**src/rtl/rn_pkg.sv**
```systemverilog
package rn_pkg;

  typedef enum logic [1:0] {
    RN_RUN = 2'd0,
    RN_BLK = 2'd1,
    RN_UNB = 2'd2,
    RN_SQ  = 2'd3
  } rn_state_e;

  // credit left after subtracting what may already be in flight
  function automatic int usable_credit(input int free_cnt, input int width, input int delay);
    return free_cnt - width * delay;
  endfunction

  function automatic int min_int(input int a, input int b);
    return (a < b) ? a : b;
  endfunction

endpackage

```
**src/rtl/rn_skid.sv**
```systemverilog
module rn_skid #(
  parameter int GW    = 8,
  parameter int DEPTH = 4,
  localparam int PW = (DEPTH > 1) ? $clog2(DEPTH) : 1,
  localparam int LW = $clog2(DEPTH + 1)
) (
  input  logic          clk,
  input  logic          rst_n,
  input  logic          clr,
  input  logic          push,
  input  logic          pop,
  input  logic [GW-1:0] din,
  output logic [GW-1:0] head,
  output logic [LW-1:0] lvl,
  output logic          full
);
  logic [GW-1:0] mem [DEPTH];
  logic [PW-1:0] rd_q, wr_q;
  logic          do_push, do_pop;

  function automatic logic [PW-1:0] nxt_ptr(input logic [PW-1:0] p);
    return (p == PW'(DEPTH - 1)) ? '0 : p + PW'(1);
  endfunction

  assign full    = (lvl == LW'(DEPTH));
  assign do_pop  = pop && (lvl != '0);
  assign do_push = push && (!full || do_pop);
  assign head    = mem[rd_q];

  always_ff @(posedge clk) begin
    if (do_push && !clr) mem[wr_q] <= din;
  end

  always_ff @(posedge clk or negedge rst_n) begin
    if (!rst_n) begin
      rd_q <= '0;
      wr_q <= '0;
      lvl  <= '0;
    end else if (clr) begin
      rd_q <= '0;
      wr_q <= '0;
      lvl  <= '0;
    end else begin
      if (do_push) wr_q <= nxt_ptr(wr_q);
      if (do_pop)  rd_q <= nxt_ptr(rd_q);
      lvl <= lvl + LW'(do_push) - LW'(do_pop);
    end
  end
endmodule

```
**src/rtl/rn_admit.sv**
```systemverilog
module rn_admit #(
  parameter int W  = 4,
  parameter int DW = 2,
  parameter int IW = 3,
  parameter int CW = 6
) (
  input  logic [W-1:0]    sq,
  input  logic [W*DW-1:0] nd,
  input  logic [IW-1:0]   start,
  input  logic [IW-1:0]   lim,
  input  logic [CW-1:0]   preg,
  output logic [W-1:0]    mask,
  output logic [IW-1:0]   ncons,
  output logic            preg_short
);
  int   rem, n;
  logic go;

  always_comb begin
    mask       = '0;
    preg_short = 1'b0;
    rem        = int'(preg);
    n          = 0;
    go         = 1'b1;
    for (int j = 0; j < W; j++) begin
      if (go && j >= int'(start) && j < int'(start) + int'(lim)) begin
        if (sq[j]) begin
          n = n + 1;
        end else if (int'(nd[j*DW +: DW]) > rem) begin
          preg_short = 1'b1;
          go         = 1'b0;
        end else begin
          mask[j] = 1'b1;
          rem     = rem - int'(nd[j*DW +: DW]);
          n       = n + 1;
        end
      end
    end
    ncons = IW'(n);
  end
endmodule

```
**src/rtl/rn_ctrl.sv**
```systemverilog
module rn_ctrl
  import rn_pkg::*;
#(
  parameter int W          = 4,
  parameter int DW         = 2,
  parameter int CW         = 6,
  parameter int FB_DELAY   = 2,
  parameter int SKID_DEPTH = 4,
  localparam int IW = $clog2(W + 1),
  localparam int GW = IW + W + W * DW,
  localparam int LW = $clog2(SKID_DEPTH + 1)
) (
  input  logic            clk,
  input  logic            rst_n,
  input  logic [IW-1:0]   dec_cnt,
  input  logic [W-1:0]    dec_sq,
  input  logic [W*DW-1:0] dec_ndst,
  input  logic [CW-1:0]   rob_free,
  input  logic [CW-1:0]   iq_free,
  input  logic [CW-1:0]   preg_free,
  input  logic            down_stall,
  input  logic            cm_squash,
  input  logic            rob_squashing,
  output logic            stall_o,
  output logic [W-1:0]    fwd_mask,
  output logic            fwd_from_skid,
  output logic [1:0]      state_o,
  output logic [LW-1:0]   skid_lvl
);
  rn_state_e st_q, st_n;
  logic [IW-1:0] idx_q, idx_n;

  // named internal events
  logic ev_sqany, ev_push, ev_pop, ev_clr, ev_admit, ev_full;
  logic [GW-1:0] head_g, dec_g;
  logic [IW-1:0] src_cnt;
  logic [W-1:0]  src_sq;
  logic [W*DW-1:0] src_nd;
  logic [W-1:0]  adm_mask;
  logic [IW-1:0] adm_n, lim;
  logic          adm_short;
  int u_rob, u_iq, u_min, avail;

  assign ev_sqany = cm_squash || rob_squashing;
  assign dec_g    = {dec_cnt, dec_sq, dec_ndst};

  always_comb begin
    if (st_q == RN_UNB) begin
      src_cnt = head_g[GW-1 -: IW];
      src_sq  = head_g[W*DW +: W];
      src_nd  = head_g[W*DW-1:0];
    end else begin
      src_cnt = dec_cnt;
      src_sq  = dec_sq;
      src_nd  = dec_ndst;
    end
    u_rob = usable_credit(int'(rob_free), W, FB_DELAY);
    u_iq  = usable_credit(int'(iq_free), W, FB_DELAY);
    u_min = min_int(u_rob, u_iq);
    avail = (src_cnt > idx_q) ? int'(src_cnt) - int'(idx_q) : 0;
    lim   = (u_min <= 0) ? '0 : IW'(min_int(u_min, avail));
  end

  rn_admit #(.W(W), .DW(DW), .IW(IW), .CW(CW)) u_admit (
    .sq(src_sq), .nd(src_nd), .start(idx_q), .lim(lim), .preg(preg_free),
    .mask(adm_mask), .ncons(adm_n), .preg_short(adm_short)
  );

  rn_skid #(.GW(GW), .DEPTH(SKID_DEPTH)) u_skid (
    .clk(clk), .rst_n(rst_n), .clr(ev_clr), .push(ev_push), .pop(ev_pop),
    .din(dec_g), .head(head_g), .lvl(skid_lvl), .full(ev_full)
  );

  always_comb begin
    logic blk;
    logic [LW:0] left;
    st_n     = st_q;
    idx_n    = idx_q;
    ev_push  = 1'b0;
    ev_pop   = 1'b0;
    ev_clr   = 1'b0;
    ev_admit = 1'b0;
    stall_o  = 1'b0;
    blk      = 1'b0;
    left     = '0;
    if (ev_sqany) begin
      st_n   = RN_SQ;
      ev_clr = 1'b1;
      idx_n  = '0;
    end else if (st_q == RN_BLK) begin
      stall_o = 1'b1;
      ev_push = (dec_cnt != '0);
      if (!down_stall && u_rob > 0 && u_iq > 0 && preg_free != '0) begin
        if (skid_lvl == '0 && !ev_push) begin
          st_n  = RN_RUN;
          idx_n = '0;
        end else begin
          st_n = RN_UNB;
        end
      end
    end else begin
      if (down_stall) begin
        blk = 1'b1;
      end else if (avail == 0) begin
        blk = 1'b0;
      end else if (u_min <= 0) begin
        blk = 1'b1;
      end else begin
        ev_admit = 1'b1;
        blk      = (u_min < avail) || adm_short;
      end
      if (blk) begin
        ev_push = (dec_cnt != '0);
        st_n    = RN_BLK;
        stall_o = 1'b1;
        idx_n   = ev_admit ? idx_q + adm_n : idx_q;
      end else begin
        idx_n = '0;
        if (st_q == RN_UNB) begin
          ev_pop  = 1'b1;
          ev_push = (dec_cnt != '0);
          left    = (LW+1)'(skid_lvl) - (LW+1)'(1) + (LW+1)'(ev_push);
          stall_o = (left != '0);
          st_n    = (left != '0) ? RN_UNB : RN_RUN;
        end else begin
          st_n = RN_RUN;
        end
      end
    end
  end

  assign fwd_mask      = ev_admit ? adm_mask : '0;
  assign fwd_from_skid = (st_q == RN_UNB);
  assign state_o       = st_q;

  always_ff @(posedge clk or negedge rst_n) begin
    if (!rst_n) begin
      st_q  <= RN_RUN;
      idx_q <= '0;
    end else begin
      st_q  <= st_n;
      idx_q <= idx_n;
    end
  end
endmodule

```
**config.mk**
```make
export PLATFORM = sky130hd
export DESIGN_NAME = rn_ctrl
export DESIGN_NICKNAME = d
export VERILOG_FILES = /design/src/rtl/rn_pkg.sv /design/src/rtl/rn_skid.sv /design/src/rtl/rn_admit.sv /design/src/rtl/rn_ctrl.sv
export SDC_FILE = /design/constraint.sdc
export NUM_CORES = 1
export LEC_CHECK = 0
export CORE_ASPECT_RATIO = 0.75
export CORE_MARGIN = 4
export CORE_UTILIZATION = 55
export DETAILED_ROUTE_END_ITERATION = 10
export GPL_TIMING_DRIVEN = 0
export PLACE_DENSITY_LB_ADDON = 0.2
export SLEW_MARGIN = 20
export SYNTH_ARGS = -nofsm -noshare
export SYNTH_HDL_FRONTEND = slang
export SYNTH_SLANG_ARGS = --single-unit
```
**constraint.sdc**
```tcl
create_clock -name clk -period 23.2 [get_ports clk]
set_clock_uncertainty 0.1 [all_clocks]
set_input_delay 4.64 -clock clk [delete_from_list [all_inputs] [get_ports clk]]
set_output_delay 4.64 -clock clk [all_outputs]
set_load 0.01 [all_outputs]
```
==> impl_metrics.tcl, run 1 <==
set metrics [dict create \
    cp_slowest_stage_delay_ns 0.56 \
    die_w_um 127.2 \
    io_pins 49 \
    crit_path_top_delay_cell "clkdlybuf4s50_1" \
    slew_headroom 0.4327 \
    p_per_area_nw_per_um2 149.2 \
    vias 5051 \
    worst_pin_slew_ns 0.8509 \
    cts_buffer_depth 2 \
    clock_latency_ns 0.33 \
    cp-end-kind "primary output" \
    post_drt_wl_per_cell_um 19.10 \
    fin_crit_sh 0.9663 \
    cts_root_buf "clkbuf_16" \
    required_ns 18.46 \
    fp-row-count 32 \
    start_util 0.5676 \
    dieHeight_um 97.42 \
    clock-sinks 72 \
    vias_per_cell 6.361 \
    utilization 0.6730 \
    cts.clk_slew.worst_paths_ns 0.05 \
    fin_tns_setup_ns 0 \
    grt_pass1_wl_mm 24.60 \
    synth.area.top_cells "edfxtp_1 31%, ha_1 10%, mux4_2 5.4%" \
    p_clk_frac 0.128 \
    dieArea_um2 12390 \
    p_int_w 0.0005406 \
    yosysWarningCount 0 \
    period_needed_ns 22.42 \
    outcome "finished clean" \
    criticalPathCategory "input pin to primary output" \
    dr.first_iter.drc_count 632 \
    worstPathArrival_ns 17.68 \
    antenna_found_initial 0 \
    nets 748 \
    firstDrtPassIters 5 \
    grt_max_degree 14 \
    setup_viol 0 \
    netlist_instances 584 \
    gp_congestion 0.9501 \
    grt_pass1_vias 4904 \
    placed_cell_area_um2 6584 \
    drive_above_1_share 0.1231 \
    critPathMostFrequentCell "ha_1" \
    p_sw_w 0.0004967 \
    crit_fanout 10 \
    area_delta_synth_final_pct 18.57 \
    avgSynthCellArea_um2 10.04 \
    synth_top_cell_by_area "edfxtp_1" \
    final_antenna_net_count 0 \
    hold_viol_final 0 \
    ys.flop_type "edfxtp_1" \
    diodes 0 \
    sequentialPowerShare 0.151 \
    synth-seq-area-share 0.3585 \
    synth_top_area_frac 0.3073 \
    numCtsBuffers 9 \
    vdd_drop_max_uv 111.9 \
    final-max-slew-violation-count 0 \
    r2r_slack_ns 8.30 \
    io_buffers 48 \
    grt_overflow 0 \
    crit_path_start_kind "input pin" \
    final_area_um2 6952 \
    cts_tree "yes" \
    leakage_nw 2.633 \
    syn-cell-area_um2 5863 \
    finalWirelength_mm 15.16 \
    core_area_um2 10330 \
    grt.total_usage 0.2484 \
    place_hpwl_mm 11.60 \
    max_freq_ghz 0.04461 \
    drc 0 \
    synth_fp_nets 679 \
    synth_cell_types 77 \
    async_flop_share 0.1667 \
    switching_share 0.4788 \
    htreeDepth 3 \
    hp-class "register to register" \
    ys_seq_elements 72 \
    p_comb_frac 0.721 \
    maxCapViolCount 0 \
    synth_edf_count 60 \
]
[power by group through the flow]
stage               logic, W  registers, W  clock network [W]
floorplan           0.000545      0.000157                  0
global placement    0.000679      0.000159                  0
finish              0.000748      0.000157           0.000132
detailed placement  0.000703      0.000159                  0
CTS                 0.000709      0.000157           0.000134
global route        0.000843      0.000158           0.000139
[metrics by stage]
step                instances  total power (W)  setup WS, ns  hold WS, ns
CTS                       791        0.0009997        0.1237       0.4963
detailed placement        772        0.0008619       0.01904       0.4897
global placement          768        0.0008383        0.1320       0.4627
floorplan                 584        0.0007028         3.149       0.4378
global route              794         0.001140      -0.03092       0.5432
finish                    794         0.001037        0.7828       0.4967
[layout by cell type (no fill, tap or decap), types with 7 or more instances in the layout]
cell             synthesis  final
mux2i_1                 19     19
edfxtp_1                60     60
mux2_2                   8      8
mux4_2                  14     14
nand4_1                 10     10
o21ai_0                 14     14
nor4_1                   8      7
a21oi_1                 27     26
ha_1                    49     49
nand2b_1                13     13
nor2_1                  43     41
xnor2_1                 12     12
nand3_1                 12     12
a31oi_1                  8      8
nand2_1                 62     62
nor3_1                  20     20
clkbuf_16                0      9
fa_1                     8      7
buf_4                    2      8
clkbuf_1                 7      8
inv_1                   46     46
dfrtp_1                 12     12
clkdlybuf4s50_1          0     48
[synth_stat cells (all sizes together), types with 4 or more instances]
| cell | number |
|---|---|
| nand4 | 10 |
| a221oi | 4 |
| a21oi | 28 |
| and2 | 6 |
| xnor2 | 12 |
| nor2 | 43 |
| nor3 | 20 |
| buf | 9 |
| and3 | 7 |
| a31oi | 11 |
| mux2i | 20 |
| mux4 | 14 |
| fa | 8 |
| mux2 | 9 |
| o21ai | 19 |
| edfxtp | 60 |
| dfrtp | 12 |
| clkbuf | 7 |
| a21o | 5 |
| a2111o | 4 |
| nor2b | 10 |
| nand2 | 62 |
| nor3b | 7 |
| nand3 | 12 |
| ha | 49 |
| o31ai | 5 |
| inv | 47 |
| nor4 | 8 |
| or4 | 4 |
| or2 | 4 |
| nand2b | 13 |
| o211ai | 5 |
[final timing paths]
path | startpoint | to | depth (start not counted)
max in group asynchronous | rst_n | u_skid.rd_q[0]$_DFFE_PN0P_ | 1
hold reg to reg | u_skid.wr_q[1]$_DFFE_PN0P_ | u_skid.wr_q[1]$_DFFE_PN0P_ | 2
setup / recovery | iq_free[1] | stall_o | 59
hold / removal | u_skid.wr_q[1]$_DFFE_PN0P_ | u_skid.wr_q[1]$_DFFE_PN0P_ | 2
min in group asynchronous | rst_n | u_skid.lvl[0]$_DFF_PN0_ | 1
setup reg to reg | u_skid.rd_q[0]$_DFFE_PN0P_ | idx_q[2]$_DFFE_PN0P_ | 66
[area by class of cell]
cell class,count,area (um^2)
clock buffer,13,240.2
buffer,16,76.32
fill,774,3378
clock inverter,3,42.54
tap,136,170.2
inverter,47,176.4
timing repair buffer,58,585.6
sequential,72,2102
multi-input combinational,449,3558
[critical path: cells and delay by family]
kind / cells / cell delay, ns
AOI/OAI and AO/OA: 18 / 3.81
adders and majority gates: 11 / 2.93
and+or+nand+nor: 18 / 2.92
buffers and inverters: 9 / 2.26
muxes: 3 / 1.13
[registers in the layout, indices dropped and copies added (netlist names)]
register	flops
u_skid.rd_q	2
u_skid.mem	60
idx_q	3
state_o	2
u_skid.lvl	3
u_skid.wr_q	2
[what timing repair did]
action,CTS,global route
pin swaps,1,1
hold buffers,0,0
gates resized for setup,1,14
setup endpoints to repair,1,2
setup buffers,3,3
[cells by family after synthesis]
family,synth area share
multiplexers,0.1073
adder cells (fa/ha/maj),0.1336
AO/OA/AOI/OAI,0.1451
XOR/XNOR,0.02241
AND/OR/NAND/NOR,0.1906
flip-flops,0.3585
buffers and inverters,0.04247
[routing by layer]
layer	track usage	share of wire	up-vias
li1	-	-	2347
met2	0.3911	0.46	236
met3	0.04560	0.081	29
met1	0.3594	0.44	2439
met4	0.05523	0.017	0
met5	0	0	-
Note: power is estimated with default switching activity, not from simulation.
==> run 2, diff against run 1 <==
- SYNTH_HIERARCHICAL: unset -> 1
==> impl_metrics.tcl, run 2 <==
set metrics [dict create \
    cts_buffer_depth 2 \
    grt_pass1_wl_mm 24.38 \
    netlist_instances 566 \
    yosysWarningCount 6 \
    p_sw_w 0.0002851 \
    setup_viol 0 \
    synth_fp_nets 660 \
    reg_top3 "u_skid/mem (60), idx_q (3), u_skid/lvl (3)" \
    hp-class "register to register" \
    p_clk_frac 0.216 \
    fill_cells 782 \
    clock_latency_ns 0.33 \
    die_w_um 128.0 \
    gp_congestion 0.9950 \
    vias 4970 \
    hold_viol_final 0 \
    nets 721 \
    finalWirelength_mm 15.13 \
    p_comb_frac 0.568 \
    dieHeight_um 98.03 \
    p_total_w 0.0006769 \
    fp-row-count 32 \
    worst_pin_slew_ns 0.8446 \
    io_pins 49 \
    p_per_area_nw_per_um2 96.15 \
    period_needed_ns 22.37 \
    cts_tree "yes" \
    cp-end-kind "primary output" \
    maxCapViolCount 0 \
    cts.clk_slew.worst_paths_ns 0.06 \
    grt_overflow 0 \
    r2r_slack_ns 7.79 \
    fin_crit_sh 0.9642 \
    drc 0 \
    htreeDepth 3 \
    crit_path_start_kind "input pin" \
    grt_max_degree 16 \
    layout_common_cells "60 x edfxtp_1, 50 x inv_1, 48 x clkdlybuf4s50_1" \
    ff_latch_area_um2 2102 \
    required_ns 18.46 \
    largest_reg_flops 60 \
    slew_headroom 0.4369 \
    switching_share 0.4212 \
    final_antenna_net_count 0 \
    avgSynthCellArea_um2 10.50 \
    syn-cell-area_um2 5943 \
    grt.total_usage 0.2440 \
    firstDrtPassIters 6 \
    cp_slowest_stage_delay_ns 0.56 \
    place_hpwl_mm 11.33 \
    area_delta_synth_final_pct 18.46 \
    p_int_w 0.0003918 \
    io_buffers 48 \
    fin_tns_setup_ns 0 \
    numCtsBuffers 9 \
    outcome "finished clean" \
    hold_buffers 0 \
    timing.hold.ws_ns 0.5351 \
    cts_root_buf "clkbuf_16" \
    sequentialPowerShare 0.216 \
    critPathMostFrequentCell "ha_1" \
    drive_above_1_share 0.1709 \
    crit_path_top_delay_cell "clkdlybuf4s50_1" \
    grt_pass1_vias 4869 \
    max_freq_ghz 0.04471 \
    final-max-slew-violation-count 0 \
    start_util 0.5709 \
    post_drt_wl_per_cell_um 19.70 \
    vias_per_cell 6.471 \
    top_register "u_skid/mem" \
    multi_input_area_um2 3700 \
    diodes 0 \
    core_area_um2 10410 \
    dr.first_iter.drc_count 462 \
    criticalPathCategory "input pin to primary output" \
    leakage_nw 2.686 \
    final_common_cell "edfxtp_1" \
    antenna_found_initial 0 \
    clock-sinks 72 \
    crit_fanout 9 \
    vdd_drop_max_uv 63.91 \
    dieArea_um2 12550 \
    worstPathArrival_ns 17.63 \
]
## run 2: routing by layer
metal / part of all wire / GRT usage
met4: 0.015 / 0.06036
met2: 0.45 / 0.3689
met3: 0.079 / 0.06452
met1: 0.46 / 0.3514
met5: 0 / 0
## run 2: critical path: cells and delay by family
family                   cells  cell delay, ns
buffers and inverters        5            1.58
multiplexers                 2            0.44
adder cells (fa/ha/maj)     12            3.94
AND/OR/NAND/NOR             17            3.22
AO/OA/AOI/OAI               17            3.78
## run 2: cell type report
class                           instances  share of cell area
Clock buffer                            9             0.03199
Tap cell                              136             0.02417
Inverter                               51             0.02719
Clock inverter                          7             0.01351
Buffer                                 13            0.008708
Sequential cell                        72              0.2986
Multi-Input combinational cell        430              0.5255
Timing Repair Buffer                   50             0.07037
## run 2: stage by stage
step           instances  setup slack [ns]    util  area [um^2]
3_5_place_dp         750           -0.3665  0.6334         6594
3_3_place_gp         750          -0.08438  0.6334         6594
6_report             768            0.8314  0.6763         7041
4_1_cts              766            0.1179  0.6653         6925
2_1_floorplan        566             3.011       -         5943
5_1_grt              768          -0.02984  0.6763         7041
## run 2: path summary, 6_finish.rpt
check                                            from                         end  cells after the start
max                                        dec_cnt[0]                     stall_o                     53
min                        u_skid/wr_q[0]$_DFFE_PN0P_  u_skid/wr_q[0]$_DFFE_PN0P_                      2
max reg2reg                    state_o[0]$_DFFE_PN0P_     u_skid/lvl[2]$_DFF_PN0_                     61
min reg2reg                u_skid/wr_q[0]$_DFFE_PN0P_  u_skid/wr_q[0]$_DFFE_PN0P_                      2
max in group asynchronous                       rst_n        idx_q[2]$_DFFE_PN0P_                      1
min in group asynchronous                       rst_n     u_skid/lvl[0]$_DFF_PN0_                      1
## run 2: repair_timing
| item | 4_1_cts | 5_1_grt |
|---|---|---|
| pin swaps | 0 | 2 |
| resized for setup | 3 | 19 |
| setup buffers | 0 | 2 |
| cloned | 0 | 0 |
| setup endpoints to repair | 1 | 2 |
## run 2: power groups by stage
| stage | logic, W | clock network (W) | registers [W] |
|---|---|---|---|
| floorplan | 0.000264 | 0 | 0.000148 |
| global placement | 0.000334 | 0 | 0.000148 |
| detailed placement | 0.000350 | 0 | 0.000149 |
| finish | 0.000384 | 0.000146 | 0.000146 |
| global route | 0.000424 | 0.000157 | 0.000147 |
| CTS | 0.000356 | 0.000148 | 0.000146 |
